### src/rtl/prefix_xlate_pkg.sv
package prefix_xlate_pkg;
   typedef enum logic {
      BLK_NARROW = 1'b0,
      BLK_WIDE   = 1'b1
   } blk_mode_e;

   typedef enum logic [1:0] {
      HIT_NONE = 2'd0,
      HIT_LOW  = 2'd1,
      HIT_PFX  = 2'd2
   } hit_e;
endpackage

### src/rtl/pfx_store.sv
module pfx_store #(
   parameter int PFX_W = 12
) (
   input  logic             clk,
   input  logic             rst_n,
   input  logic             we,
   input  logic [PFX_W-1:0] wdata,
   output logic [PFX_W-1:0] pfx_q
);
   always_ff @(posedge clk or negedge rst_n) begin
      if (!rst_n)  pfx_q <= '0;
      else if (we) pfx_q <= wdata;
   end
endmodule

### src/rtl/blk_swap.sv
module blk_swap
   import prefix_xlate_pkg::*;
#(
   parameter int ADDR_W  = 24,
   parameter int OFS_W   = 12,
   parameter bit WIDE_EN = 1'b1
) (
   input  logic [ADDR_W-1:0]        ra,
   input  logic [ADDR_W-OFS_W-1:0]  pfx,
   input  blk_mode_e                mode,
   output logic [ADDR_W-1:0]        aa
);
   localparam int PFX_W = ADDR_W - OFS_W;

   logic [ADDR_W-1:0] narrow_aa;
   hit_e              narrow_hit;

   always_comb begin
      narrow_hit = HIT_NONE;
      narrow_aa  = ra;
      if (ra[ADDR_W-1:OFS_W] == '0) begin
         narrow_hit = HIT_LOW;
         narrow_aa  = {pfx, ra[OFS_W-1:0]};
      end else if (ra[ADDR_W-1:OFS_W] == pfx) begin
         narrow_hit = HIT_PFX;
         narrow_aa  = {{PFX_W{1'b0}}, ra[OFS_W-1:0]};
      end
   end

   generate
      if (WIDE_EN) begin : g_wide
         localparam int WB_W = PFX_W - 1;
         logic [WB_W-1:0]   wpfx;
         logic [ADDR_W-1:0] wide_aa;
         hit_e              wide_hit;
         assign wpfx = pfx[PFX_W-1:1];
         always_comb begin
            wide_hit = HIT_NONE;
            wide_aa  = ra;
            if (ra[ADDR_W-1:OFS_W+1] == '0) begin
               wide_hit = HIT_LOW;
               wide_aa  = {wpfx, ra[OFS_W:0]};
            end else if (ra[ADDR_W-1:OFS_W+1] == wpfx) begin
               wide_hit = HIT_PFX;
               wide_aa  = {{WB_W{1'b0}}, ra[OFS_W:0]};
            end
         end
         always_comb begin
            if (mode == BLK_WIDE) aa = (wide_hit == HIT_NONE) ? ra : wide_aa;
            else                  aa = (narrow_hit == HIT_NONE) ? ra : narrow_aa;
         end
      end else begin : g_narrow
         blk_mode_e unused_mode;
         assign unused_mode = mode;
         assign aa = (narrow_hit == HIT_NONE) ? ra : narrow_aa;
      end
   endgenerate
endmodule

### src/rtl/prefix_xlate.sv
module prefix_xlate
   import prefix_xlate_pkg::*;
#(
   parameter int ADDR_W  = 24,
   parameter int OFS_W   = 12,
   parameter bit WIDE_EN = 1'b1
) (
   input  logic                    clk,
   input  logic                    rst_n,
   input  logic                    ra_valid,
   input  logic [ADDR_W-1:0]       ra_addr,
   input  logic                    wide_mode,
   input  logic                    pfx_we,
   input  logic [ADDR_W-OFS_W-1:0] pfx_wdata,
   output logic                    aa_valid,
   output logic [ADDR_W-1:0]       aa_addr
);
   localparam int PFX_W = ADDR_W - OFS_W;

   generate
      if (OFS_W < 1)       begin : g_bad_ofs  $error("OFS_W must be positive");         end
      if (PFX_W < 3)       begin : g_bad_pfx  $error("block field needs 3 or more bits"); end
   endgenerate

   logic [PFX_W-1:0]  pfx_q;
   logic [ADDR_W-1:0] mapped;
   blk_mode_e         mode;

   assign mode = blk_mode_e'(wide_mode);

   pfx_store #(.PFX_W(PFX_W)) u_pfx (
      .clk   (clk),
      .rst_n (rst_n),
      .we    (pfx_we),
      .wdata (pfx_wdata),
      .pfx_q (pfx_q)
   );

   blk_swap #(.ADDR_W(ADDR_W), .OFS_W(OFS_W), .WIDE_EN(WIDE_EN)) u_swap (
      .ra   (ra_addr),
      .pfx  (pfx_q),
      .mode (mode),
      .aa   (mapped)
   );

   always_ff @(posedge clk or negedge rst_n) begin
      if (!rst_n) begin
         aa_valid <= 1'b0;
         aa_addr  <= '0;
      end else begin
         aa_valid <= ra_valid;
         if (ra_valid) aa_addr <= mapped;
      end
   end
endmodule


### config.mk
export PLATFORM = sky130hd
export DESIGN_NAME = prefix_xlate
export DESIGN_NICKNAME = d
export VERILOG_FILES = /design/src/rtl/prefix_xlate_pkg.sv /design/src/rtl/pfx_store.sv /design/src/rtl/blk_swap.sv /design/src/rtl/prefix_xlate.sv
export SDC_FILE = /design/constraint.sdc
export NUM_CORES = 1
export LEC_CHECK = 0
export BUFFER_PORTS_ARGS = -buffer_cell sky130_fd_sc_hd__buf_4
export CELL_PAD_IN_SITES_DETAIL_PLACEMENT = 1
export CELL_PAD_IN_SITES_GLOBAL_PLACEMENT = 1
export CORE_UTILIZATION = 37
export CTS_BUF_LIST = sky130_fd_sc_hd__clkbuf_8
export CTS_CLUSTER_SIZE = 40
export DETAILED_ROUTE_END_ITERATION = 6
export PLACE_DENSITY = 0.86
export SETUP_SLACK_MARGIN = 0.15
export SLEW_MARGIN = 20
export SYNTH_ARGS = -nofsm -noshare
export SYNTH_HDL_FRONTEND = slang
export SYNTH_HIERARCHICAL = 1
export SYNTH_SLANG_ARGS = --single-unit
### constraint.sdc
create_clock -name clk -period 1.6 [get_ports clk]
set_input_delay 0.16 -clock clk [delete_from_list [all_inputs] [get_ports clk]]
set_output_delay 0.16 -clock clk [all_outputs]
set_load 0.005 [all_outputs]
==> results.yml, run 1 <==
power:
  power.density_mw_per_mm2: 861.8
  p_int_mw: 1.930
  power_mw: 2.584
  switching_share_pct: 25.30
  p_leak_nw: 1.481
  netSwitchingPower_mw: 0.6537
  combPwrFrac_pct: 24.6
  p_seq_share_pct: 42.5
  vdd_ir_drop_max_mv: 0.4329
  pwr-share-clk_pct: 32.9
yosys:
  synthTopCellsByArea: "dfrtp_1 43%, mux2_4 21%, buf_4 4.6%, xor2_1 4.5%, a32oi_1 3.3%"
  ys_warn_count: 6
  netlist_instances: 178
  synth_flop_cell: "dfrtp_1"
  synth-seq-cells: 37
  synth_top_cells_by_count: "37 x dfrtp_1, 30 x mux2_4, 17 x nand2_1, 13 x buf_4"
  yosys.area.top_type: "dfrtp_1"
  synth_most_common_cell: "dfrtp_1"
  async_flop_share_pct: 100.0
  ys_types: 29
  synth_edf_count: 0
  ys_seq_area_share_pct: 43.27
  synth_area_mm2: 0.002140
  netlist.area_leader.share_pct: 43.27
  syn-num-nets: 219
  synth_area_per_cell_um2: 12.02
worst_setup_path:
  crit_family: "simple AND/OR/NAND/NOR gates"
  path_common_cell: "buf_4"
  cp-start-kind: "flop"
  crit_path_cell_trace: "xor2_1, nor4_2, buf_4, nand4_1, buf_4, nand3_1, a32oi_1, mux2_4"
  r2r_end: "aa_addr[18]"
  path_max_fanout: 3
  required_ps: 1770
  regToRegSetupSlack_ps: -300
  cp.arrival_ps: 2070
  crit_path_top_delay_cell: "dfrtp_1"
  endpoint_kind: "flop"
  ff2ff_path_depth: 8
  crit_type: "reg2reg"
  r2r_start: "u_pfx/pfx_q[2]"
  slowest_delay_ps: 390
  path_buf_inv: 2
floorplan:
  std_cell_rows: 27
  initial_core_util_pct: 38.62
  core_mm2: 0.005540
  die_h_um: 78.05
  io_pins: 66
  die_w_um: 78.05
  die_area_mm2: 0.006091
timing:
  timing.fmax_ghz: 0.5269
  finalCriticalPeriod_ps: 1898
  period_share_pct: 118.6
  maxSlewHeadroom_pct: 67.92
  tightest_slew_ps: 481.1
  final.setup_skew_ps: 8.568
  final-setup-viol-count: 12
  finalHoldViolations: 0
  rsz0062_at_grt: "yes"
  fin_ws_ps: -298.0
  drv_slew: 0
drt:
  drt_iter0_drc: 91
  wl_um: 6106
  m1WireLength_um: 2577
  met3RoutedLength_um: 255
  via_count: 1751
  viasPerCell: 5.165
  wl_per_cell_um: 18.01
  firstDrtPassIters: 4
  drcViolationCount: 0
  met2_length_um: 3142
  ant_nets: 0
  routed.top_layer: "met4"
worst_hold_path:
  hold_path_depth: 2
  min-delay-path-class: "in2reg"
  hold_start: "pfx_wdata[0]"
  holdPathEnd: "u_pfx/pfx_q[0]"
layout:
  stdcell_count: 339
  drive_gt1_share_pct: 59.55
  nets: 307
  fillers: 608
  n_antenna_cell: 0
  syn2layout_area_growth_pct: 40.12
clocking:
  htree_levels: 2
  cts_tree: "yes"
  cts_max_path_buffers: 2
  clock-sinks: 37
  numCtsBuffers: 5
  cts_root_buffer: "clkbuf_8"
  worstSkewPairLatency_ps: 290
  clkTransAtPathRegs_ps: 70
outcome:
  status: "complete, but fails checks"
  violations: "setup timing"
place:
  hpwlAfterDp_um: 4324
  place.port_buffers: 65
  place_inst: 328
  gp_congestion: 0.7993
grt:
  antenna_found_initial: 0
  grt.overflow.total: 0
  grt_max_degree: 38
  grt_pass1_vias: 1916
  grt_pass1_wl_um: 9770
  grtUsageTotal_pct: 21.13
run:
  max_cap_viol_count: 0
cell type report:
class / count / area (um2) / share of cell area, %
Multi-Input combinational cell: 117 / 1071 / 35.73
Sequential cell: 37 / 925.9 / 30.88
Timing Repair Buffer: 102 / 779.5 / 26.00
Tap cell: 72 / 90.09 / 3.005
Clock buffer: 6 / 82.58 / 2.755
Clock inverter: 2 / 37.54 / 1.252
Inverter: 3 / 11.26 / 0.3756
cell families after synthesis:
| group | Yosys count | share of synthesized area (%) |
|---|---|---|
| muxes | 36 | 24.21 |
| AOI/OAI and AO/OA | 26 | 8.012 |
| buffers and inverters | 24 | 9.181 |
| DFF | 37 | 43.27 |
| and+or+nand+nor | 43 | 10.41 |
| xor gates and xnor gates | 12 | 4.912 |
sequential cells by signal (all words and copies together), names as in the netlist:
| register | count |
|---|---|
| aa_addr | 24 |
| u_pfx/pfx_q | 12 |
| aa_valid | 1 |
worst reg2reg max path, stage by stage (launching register included):
cell	delay (ps)
dfrtp_1	390
xor2_1	150
nor4_2	290
buf_4	170
nand4_1	160
buf_4	190
nand3_1	100
a32oi_1	70
mux2_4	270
cell usage in the layout, fill, tap and decap left out, drive strengths merged, types with 2 or more instances in the layout:
| cell | Yosys | routed |
|---|---|---|
| nand4 | 2 | 2 |
| mux2 | 36 | 36 |
| clkbuf | 1 | 6 |
| o21ai | 4 | 4 |
| nor4 | 4 | 4 |
| nand3 | 9 | 9 |
| a32oi | 8 | 8 |
| buf | 20 | 101 |
| nand2 | 17 | 17 |
| inv | 3 | 3 |
| dfrtp | 37 | 37 |
| a21oi | 12 | 12 |
| nor2 | 2 | 2 |
| nor3 | 2 | 2 |
| nor2b | 4 | 4 |
| xor2 | 11 | 11 |
routing by layer:
metal  GRT usage (%)  up-vias
met4           7.778        0
met1           25.82      893
met3           4.767       13
li1                -      794
met2           36.32       51
met5               0        -
through the flow:
step	area, um2	setup slack [ps]	util (%)	hold slack (ps)	TNS [ps]
final	2998	-298.0	54.11	91.34	-2892
after global routing	2998	-419.6	54.11	79.01	-4151
after CTS	2963	-271.5	53.48	85.91	-2773
after detailed placement	2788	-348.4	50.32	160.8	-3618
after global placement	2788	-268.6	50.32	153.4	-2466
after floorplan	2140	-144.5	-	-135.6	-1594
how the worst max path moves through the flow:
| stage | startpoint | end | cells past startpoint |
|---|---|---|---|
| floorplan | u_pfx/pfx_q[3] | aa_addr[16] | 7 |
| global placement | u_pfx/pfx_q[2] | aa_addr[12] | 8 |
| detailed placement | u_pfx/pfx_q[3] | aa_addr[12] | 7 |
| CTS | u_pfx/pfx_q[6] | aa_addr[17] | 8 |
| global route | u_pfx/pfx_q[3] | aa_addr[18] | 8 |
| finish | u_pfx/pfx_q[2] | aa_addr[18] | 8 |
power by group through the flow:
stage / sequential, mW / clock, mW / combinational, mW
floorplan: 1.12 / 0 / 0.290
global placement: 1.11 / 0 / 0.589
detailed placement: 1.11 / 0 / 0.614
CTS: 1.10 / 0.867 / 0.633
global route: 1.11 / 0.906 / 0.683
finish: 1.10 / 0.849 / 0.636
repair_timing:
action / 4_1_cts / 5_1_grt
pin swaps: 4 / 9
endpoints found under the setup margin: 12 / 12
buffers inserted: 2 / 0
endpoints found under the hold margin: 37 / 0
hold buffers: 1 / 0
resized for setup: 6 / 7
Power figures use the tool's default switching activity.
==> run 2, diff against run 1 <==
--- a/config.mk
+++ b/config.mk
@@ -8,13 +8,13 @@
 export BUFFER_PORTS_ARGS = -buffer_cell sky130_fd_sc_hd__buf_4
 export CELL_PAD_IN_SITES_DETAIL_PLACEMENT = 1
 export CELL_PAD_IN_SITES_GLOBAL_PLACEMENT = 1
-export CORE_UTILIZATION = 37
+export CORE_UTILIZATION = 44
 export CTS_BUF_LIST = sky130_fd_sc_hd__clkbuf_8
 export CTS_CLUSTER_SIZE = 40
 export DETAILED_ROUTE_END_ITERATION = 6
-export PLACE_DENSITY = 0.86
+export PLACE_DENSITY = 0.95
 export SETUP_SLACK_MARGIN = 0.15
-export SLEW_MARGIN = 20
+export SLEW_MARGIN = 30
 export SYNTH_ARGS = -nofsm -noshare
 export SYNTH_HDL_FRONTEND = slang
 export SYNTH_HIERARCHICAL = 1
==> constraint.sdc (replaced) <==
create_clock -name clk -period 2.35 [get_ports clk]
set_input_delay 0.235 -clock clk [delete_from_list [all_inputs] [get_ports clk]]
set_output_delay 0.235 -clock clk [all_outputs]
set_load 0.005 [all_outputs]
==> run 2 against run 1 <==
  * The flow now finishes without violations
  * Sequential power decreased by 31%
  * Worst setup slack gained 590 ps
  * Die area decreased by 16%
  * Critical endpoint is now aa_addr[12]
  * Largest cell class unchanged
  * Highest routed layer unchanged
==> results.yml, run 2 (same netlist as run 1, synthesis figures left out) <==
worst_setup_path:
  cp.arrival_ps: 2240
  required_ps: 2520
  crit_type: "reg2reg"
  path_max_fanout: 6
  cp-start-kind: "flop"
  regToRegSetupSlack_ps: 290
  r2r_start: "u_pfx/pfx_q[2]"
  endpoint_kind: "flop"
  r2r_end: "aa_addr[12]"
  ff2ff_path_depth: 7
layout:
  n_antenna_cell: 0
  nets: 278
  layout_commonest_cell: "buf_4"
  drive_gt1_share_pct: 50.63
  top_regs: "aa_addr (24), u_pfx/pfx_q (12), aa_valid (1)"
  regMostFlops: "aa_addr"
  syn2layout_area_growth_pct: 24.44
  most-common-layout-cells: "72 x buf_4, 37 x dfrtp_1, 30 x mux2_4"
  largest_reg_flops: 24
floorplan:
  core_mm2: 0.004692
  die_area_mm2: 0.005145
  std_cell_rows: 25
  die_h_um: 71.73
  die_w_um: 71.73
  io_pins: 66
  initial_core_util_pct: 45.60
place:
  place.port_buffers: 65
  hpwlAfterDp_um: 4003
  gp_congestion: 0.7736
worst_hold_path:
  holdPathEnd: "aa_addr[10]"
  hold_start: "ra_addr[10]"
  hold_path_depth: 2
  min-delay-path-class: "in2reg"
timing:
  drv_slew: 0
  rsz0062_at_grt: "no"
  timing.fmax_ghz: 0.4850
  final-setup-viol-count: 0
  finalHoldViolations: 0
  maxSlewHeadroom_pct: 68.82
  whs_ps: 166.1
  finalCriticalPeriod_ps: 2062
  tightest_slew_ps: 467.7
  final.setup_skew_ps: 7.889
  fin_setup_tns_ps: 0
  period_share_pct: 87.73
clocking:
  htree_levels: 2
  clkTransAtPathRegs_ps: 80
  cts_resized: 0
  clock-sinks: 37
  cts_root_buffer: "clkbuf_8"
  cts_max_path_buffers: 2
  numCtsBuffers: 5
  cts_tree: "yes"
  worstSkewPairLatency_ps: 290
run:
  max_cap_viol_count: 0
drt:
  via_count: 1655
  drt_iter0_drc: 84
  drcViolationCount: 0
  viasPerCell: 5.687
  firstDrtPassIters: 6
  ant_nets: 0
  wl_per_cell_um: 19.23
  wl_um: 5597
power:
  p_leak_nw: 1.293
  power.density_mw_per_mm2: 591.1
  vdd_ir_drop_max_mv: 0.3031
grt:
  grt.overflow.total: 0
  grt_pass1_vias: 1744
  antenna_found_initial: 0
  grt_max_degree: 38
  grt_pass1_wl_um: 9059
  grtUsageTotal_pct: 23.67
outcome:
  status: "complete, no violations"
==> run 2: cell type report <==
type / instances / area [um2]
fill: 510 / 2029
multi-input combinational: 117 / 1017
sequential: 37 / 925.9
timing repair buffer: 73 / 550.5
clock buffer: 6 / 82.58
tap: 54 / 67.56
inverter: 3 / 11.26
clock inverter: 1 / 7.507
==> run 2: through the flow <==
stage | std cells | setup WS, ps | cell area, um2 | util [%] | power [mW]
3_5_place_dp | 281 | 284.9 | 2547 | 54.29 | 1.124
4_1_cts | 289 | 190.2 | 2648 | 56.43 | 1.589
3_3_place_gp | 281 | 390.2 | 2547 | 54.29 | 1.103
5_1_grt | 291 | 211.4 | 2663 | 56.75 | 1.651
6_report | 291 | 288.3 | 2663 | 56.75 | 1.574
2_1_floorplan | 178 | 603.7 | 2140 | - | 0.9590
==> run 2: critical path, stage by stage (launching register included) <==
cell,delay (ps)
dfrtp_1,430
xor2_1,180
nor4_2,420
nand3_1,180
buf_4,210
and2b_2,200
a21oi_1,60
mux2_4,260
==> run 2: report_power, final <==
group	switching, mW	internal [mW]	leakage [nW]
registers	0.0557	0.704	0.430
clock network	0.227	0.232	0.0433
logic	0.137	0.218	0.820
total	0.420	1.15	1.29
==> run 2: what timing repair did <==
action / CTS / global route
setup endpoints to repair: 0 / 8
endpoints found under the hold margin: 37 / 0
hold buffers: 1 / 0
setup buffers: 0 / 2
==> run 2: how the worst max path moves through the flow <==
stage          slack [ps]  cells past startpoint           start     endpoint
3_5_place_dp          280                      6  u_pfx/pfx_q[6]  aa_addr[18]
3_3_place_gp          390                      6  u_pfx/pfx_q[6]  aa_addr[17]
5_1_grt               210                      7  u_pfx/pfx_q[6]  aa_addr[12]
6_report              290                      7  u_pfx/pfx_q[2]  aa_addr[12]
2_1_floorplan         600                      7  u_pfx/pfx_q[6]  aa_addr[16]
4_1_cts               190                      6  u_pfx/pfx_q[6]  aa_addr[18]
==> run 2: routing by layer <==
layer  part of all wire (%)  global-route usage [%]  vias to the layer above
met4                    2.7                   9.804                        0
met5                      0                       0                        -
met2                     52                   40.88                       62
li1                       -                       -                      737
met1                     41                   28.84                      842
met3                    4.7                   4.782                       14
